[src/rtl/ook_pkg.sv]
package ook_pkg;

   localparam int MODE_W      = 2;
   localparam logic [MODE_W-1:0] STANDBY_CODE = 2'b11;

   // true when a mode code allows the carrier to be keyed
   function automatic logic mode_allows_key(input logic [MODE_W-1:0] m);
      return (m != STANDBY_CODE);
   endfunction

endpackage

[src/rtl/ook_phase_div.sv]
module ook_phase_div #(
   parameter int DIV = 4
) (
   input  logic                       clk_i,
   input  logic                       rst_i,
   output logic [$clog2(DIV)-1:0]     phase_o,
   output logic [$clog2(DIV)-1:0]     phase_next_o,
   output logic                       wrap_o,
   output logic                       strobe_o
);
   localparam int PH_W = $clog2(DIV);
   localparam logic [PH_W-1:0] LAST = PH_W'(DIV - 1);

   logic [PH_W-1:0] phase_q;
   logic            strobe_q;

   assign wrap_o       = (phase_q == LAST);
   assign phase_next_o = wrap_o ? '0 : phase_q + 1'b1;

   always_ff @(posedge clk_i) begin
      if (rst_i) begin
         phase_q  <= '0;
         strobe_q <= 1'b1;
      end else begin
         phase_q  <= phase_next_o;
         strobe_q <= (phase_next_o == '0);
      end
   end

   assign phase_o  = phase_q;
   assign strobe_o = strobe_q;

   a_r2_wraps_to_zero : assert property (@(posedge clk_i) disable iff (rst_i)
      (phase_q == LAST) |=> (phase_q == '0));
   a_r2_counts_up : assert property (@(posedge clk_i) disable iff (rst_i)
      (phase_q != LAST) |=> (phase_q == $past(phase_q) + 1'b1));
   a_r8_strobe_at_zero : assert property (@(posedge clk_i) disable iff (rst_i)
      strobe_q |-> (phase_q == '0));

endmodule

[src/rtl/ook_sync.sv]
module ook_sync #(
   parameter int   STAGES    = 2,
   parameter logic RESET_VAL = 1'b1
) (
   input  logic clk_i,
   input  logic rst_i,
   input  logic d_i,
   output logic q_o
);
   logic [STAGES-1:0] chain_q;

   generate
      for (genvar i = 0; i < STAGES; i++) begin : g_stage
         if (i == 0) begin : g_first
            always_ff @(posedge clk_i) begin
               if (rst_i) chain_q[0] <= RESET_VAL;
               else       chain_q[0] <= d_i;
            end
         end else begin : g_next
            always_ff @(posedge clk_i) begin
               if (rst_i) chain_q[i] <= RESET_VAL;
               else       chain_q[i] <= chain_q[i-1];
            end
         end
      end
   endgenerate

   assign q_o = chain_q[STAGES-1];

endmodule

[src/rtl/ook_key_gate.sv]
module ook_key_gate
   import ook_pkg::*;
#(
   parameter int DIV = 4
) (
   input  logic                    clk_i,
   input  logic                    rst_i,
   input  logic                    tx_n_s_i,
   input  logic [MODE_W-1:0]       mode_i,
   input  logic                    wrap_i,
   input  logic [$clog2(DIV)-1:0]  phase_i,
   input  logic [$clog2(DIV)-1:0]  phase_next_i,
   output logic                    key_o,
   output logic                    carrier_o
);
   localparam int PH_W = $clog2(DIV);
   localparam logic [PH_W-1:0] HALF = PH_W'(DIV / 2);

   logic key_q, key_next, want_key, carrier_q;

   assign want_key = ~tx_n_s_i & mode_allows_key(mode_i);
   assign key_next = wrap_i ? want_key : key_q;

   always_ff @(posedge clk_i) begin
      if (rst_i) begin
         key_q     <= 1'b0;
         carrier_q <= 1'b0;
      end else begin
         key_q     <= key_next;
         carrier_q <= key_next & (phase_next_i < HALF);
      end
   end

   assign key_o     = key_q;
   assign carrier_o = carrier_q;

   a_r7_key_only_at_wrap : assert property (@(posedge clk_i) disable iff (rst_i)
      (phase_i != '0) |-> $stable(key_q));
   a_r4_standby_forces_off : assert property (@(posedge clk_i) disable iff (rst_i)
      (wrap_i && (mode_i == STANDBY_CODE)) |=> !key_q);
   a_r7_rise_at_phase_zero : assert property (@(posedge clk_i) disable iff (rst_i)
      $rose(carrier_q) |-> (phase_i == '0));
   a_r9_quiet_is_zero : assert property (@(posedge clk_i) disable iff (rst_i)
      !key_q |-> !carrier_q);
   a_r2_low_half : assert property (@(posedge clk_i) disable iff (rst_i)
      (phase_i >= HALF) |-> !carrier_q);

endmodule

[src/rtl/ook_carrier_mod.sv]
module ook_carrier_mod
   import ook_pkg::*;
#(
   parameter int DIV         = 4,
   parameter int SYNC_STAGES = 2
) (
   input  logic              clk_i,
   input  logic              rst_i,
   input  logic              tx_n_i,
   input  logic [1:0]        mode_i,
   output logic              carrier_o,
   output logic              phase_strobe_o
);
   localparam int PH_W = $clog2(DIV);

   generate
      if (DIV < 2 || (DIV % 2) != 0) begin : g_bad_div
         $error("DIV must be an even number of at least 2");
      end
      if (SYNC_STAGES < 2) begin : g_bad_sync
         $error("SYNC_STAGES must be at least 2");
      end
      if (MODE_W != 2) begin : g_bad_mode
         $error("mode width must be 2");
      end
   endgenerate

   logic [PH_W-1:0] phase, phase_next;
   logic            wrap, tx_n_s, key;

   ook_phase_div #(.DIV(DIV)) u_div (
      .clk_i        (clk_i),
      .rst_i        (rst_i),
      .phase_o      (phase),
      .phase_next_o (phase_next),
      .wrap_o       (wrap),
      .strobe_o     (phase_strobe_o)
   );

   ook_sync #(.STAGES(SYNC_STAGES), .RESET_VAL(1'b1)) u_sync (
      .clk_i (clk_i),
      .rst_i (rst_i),
      .d_i   (tx_n_i),
      .q_o   (tx_n_s)
   );

   ook_key_gate #(.DIV(DIV)) u_gate (
      .clk_i        (clk_i),
      .rst_i        (rst_i),
      .tx_n_s_i     (tx_n_s),
      .mode_i       (mode_i),
      .wrap_i       (wrap),
      .phase_i      (phase),
      .phase_next_i (phase_next),
      .key_o        (key),
      .carrier_o    (carrier_o)
   );

   a_r8_strobe_period : assert property (@(posedge clk_i) disable iff (rst_i)
      phase_strobe_o |=> !phase_strobe_o);
   a_r7_carrier_needs_key : assert property (@(posedge clk_i) disable iff (rst_i)
      carrier_o |-> key);

endmodule

[config.mk]
export PLATFORM = sky130hd
export DESIGN_NAME = ook_carrier_mod
export DESIGN_NICKNAME = d
export VERILOG_FILES = /design/src/rtl/ook_pkg.sv /design/src/rtl/ook_phase_div.sv /design/src/rtl/ook_sync.sv /design/src/rtl/ook_key_gate.sv /design/src/rtl/ook_carrier_mod.sv
export SDC_FILE = /design/constraint.sdc
export NUM_CORES = 1
export LEC_CHECK = 0
export BUFFER_PORTS_ARGS = -buffer_cell sky130_fd_sc_hd__buf_2
export CORE_AREA = 3 3 40 42
export DETAILED_ROUTE_END_ITERATION = 7
export DIE_AREA = 0 0 43 45
export PLACE_DENSITY_LB_ADDON = 0.05
export SETUP_SLACK_MARGIN = 0.15
export SLEW_MARGIN = 20
export SYNTH_ARGS = -nofsm -noshare
export SYNTH_HDL_FRONTEND = slang
export SYNTH_SLANG_ARGS = --single-unit
[constraint.sdc]
create_clock -name clk_i -period 2.3 [get_ports clk_i]
set_input_delay 0.115 -clock clk_i [delete_from_list [all_inputs] [get_ports clk_i]]
set_output_delay 0.115 -clock clk_i [all_outputs]
set_load 0.01 [all_outputs]
==> qor.yml <==
final_cell_count_no_fill: 43
rsz0062_at_grt: "false"
postCtsSetupRepairBufs: 0
power_w: 0.000260
drv_slew: 0
yosys_warnings: 0
synth_edf_count: 0
via_per_inst: 3.40
hold_buffers: 0
ant_nets: 0
grt_usage_pct: 4.84
irDropWorstVdd_v: 0.000242
numCtsBuffers: 3
clkLatencyLatePin_ns: 0.24
tightest_slew_ns: 0.219
syn_area_per_cell_um2: 12.4
async_flop_share_pct: 0
vias: 146
rows: 13
cts_max_path_buffers: 2
yosysMostFrequentCell: "dfxtp_1"
die_w_um: 43
post-place-ws_ns: 1.31
coreArea_um2: 1280
die_h_um: 45
finalCriticalPeriod_ns: 0.993
max_slew_margin_pct: 85.0
postRouteWirelength_um: 346
rrSetupSlack_ns: 1.31
synth-seq-cells: 7
drive_gt1_share_pct: 39.3
grt_pass1_wl_um: 558
fin_skew_ns: 0.00267
grt_pass1_vias: 127
ys_seq_area_share_pct: 62.6
max_clock_freq_mhz: 1010
powerDensity_nw_per_um2: 869
port_buffers: 6
syn_nets: 25
tritoncts: "built"
io_pins: 7
syn_area_um2: 224
synth_top_area_share_pct: 62.6
finalWeightedCongestion: 0.552
ys_top_cells_by_count: "dfxtp_1 (7), ha_1 (2), or2_1 (2)"
start_util_pct: 17.4
critical_path_arrival_ns: 1.12
cts.sinks: 7
grt-ovfl-total: 0
hold_viol: 0
ys_top_cells_by_area: "dfxtp_1 (63%), ha_1 (11%), or2_1 (5.6%)"
worst_setup_path_start_kind: "flop"
drt_first_pass_iters: 1
n_antenna_cell: 0
grt_max_degree: 8
post_synth_num_cell_types: 10
synth_ff_type: "dfxtp_1"
critical_path_required_ns: 2.43
min_path_type: "in -> reg"
antenna_found_initial: 0
status: "complete, no violations"
synth_top_area_cell: "dfxtp_1"
p_leak_nw: 0.134
dp.cells: 39
design.die.area_um2: 1940
avgRoutedWirePerCell_um: 8.05
min_period_over_period_pct: 43.2
tns_ns: 0
cts_resized: 0
area_growth_pct: 33.5
crit_path_end_kind: "flop"
clkSlewWorstSetupHoldPaths_ns: 0.05
setup_viol: 0
root_buffer: "clkbuf_4"
drc: 0
path_class: "reg -> reg"
cts_max_level: 1
postSynthCellCount: 18
fin_nets: 36
drt_iter0_drc: 0
drv_cap: 0
setup_ws_ns: 1.31
worst-path-max-fanout: 3
flip-flops by register name (all words and copies together), names as in the netlist:
signal	flops
u_gate.carrier_o	1
u_div.strobe_o	1
u_sync.chain_q	1
u_sync.q_o	1
u_div.phase_o	2
u_gate.key_o	1
final timing paths:
path	start	end	cells past startpoint
max	u_div.phase_o[0]	u_gate.key_o	3
min	tx_n_i	u_sync.chain_q[0]	2
max reg2reg	u_div.phase_o[0]	u_gate.key_o	3
min reg2reg	u_sync.chain_q[0]	u_sync.q_o	1
metrics by stage:
| stage | hold slack [ns] | util (%) | area [µm²] |
|---|---|---|---|
| floorplan | 0.186 | - | 224 |
| global placement | 0.302 | 21.2 | 273 |
| detailed placement | 0.305 | 21.2 | 273 |
| CTS | 0.0452 | 23.3 | 299 |
| global route | 0.0432 | 23.3 | 299 |
| finish | 0.0584 | 23.3 | 299 |
final cells by class:
class                   count  area [µm²]
multi-input cells          11        83.8
fillers                   153         986
repair buffers              6        30.0
flip-flops and latches      7         140
clock buffers               4        26.3
well taps                  15        18.8
layer usage:
metal / share of wire (%) / track usage [%] / vias up / routed length [µm]
met4: 0 / 3.61 / 0 / 0
li1: - / - / 80 / -
met3: 11 / 5.98 / 0 / 37
met2: 42 / 5.39 / 5 / 147
met1: 47 / 4.61 / 61 / 161
met5: 0 / 0 / - / 0
report_power, final:
group          internal [W]  leakage [nW]  switching, W   total, W
clock             0.0000659        0.0150     0.0000413   0.000107
sequential         0.000129        0.0578    0.00000324   0.000133
combinational     0.0000108        0.0616    0.00000941  0.0000202
layout by cell type, fill, tap and decap left out:
cell	n
mux2i_1	1
clkbuf_1	1
nor2_1	1
nor2b_1	1
buf_2	6
a21oi_1	1
ha_1	2
dfxtp_1	7
nor3_1	1
clkbuf_4	3
or2_1	2
or2_2	1
nor3_2	1
cell families after synthesis:
kind of cell             count (synthesis)  share of synthesized area [%]
AND/OR/NAND/NOR                          7                           19.6
flip-flops                               7                           62.6
adder cells (fa/ha/maj)                  2                           11.2
AO/OA/AOI/OAI                            1                           2.23
multiplexers                             1                           4.47
worst max-delay path: stages (launching register included):
cell and delay [ns]:
dfxtp_1 0.35, ha_1 0.20, mux2i_1 0.27, nor2_1 0.06
Note: power is estimated with default switching activity, not from simulation.
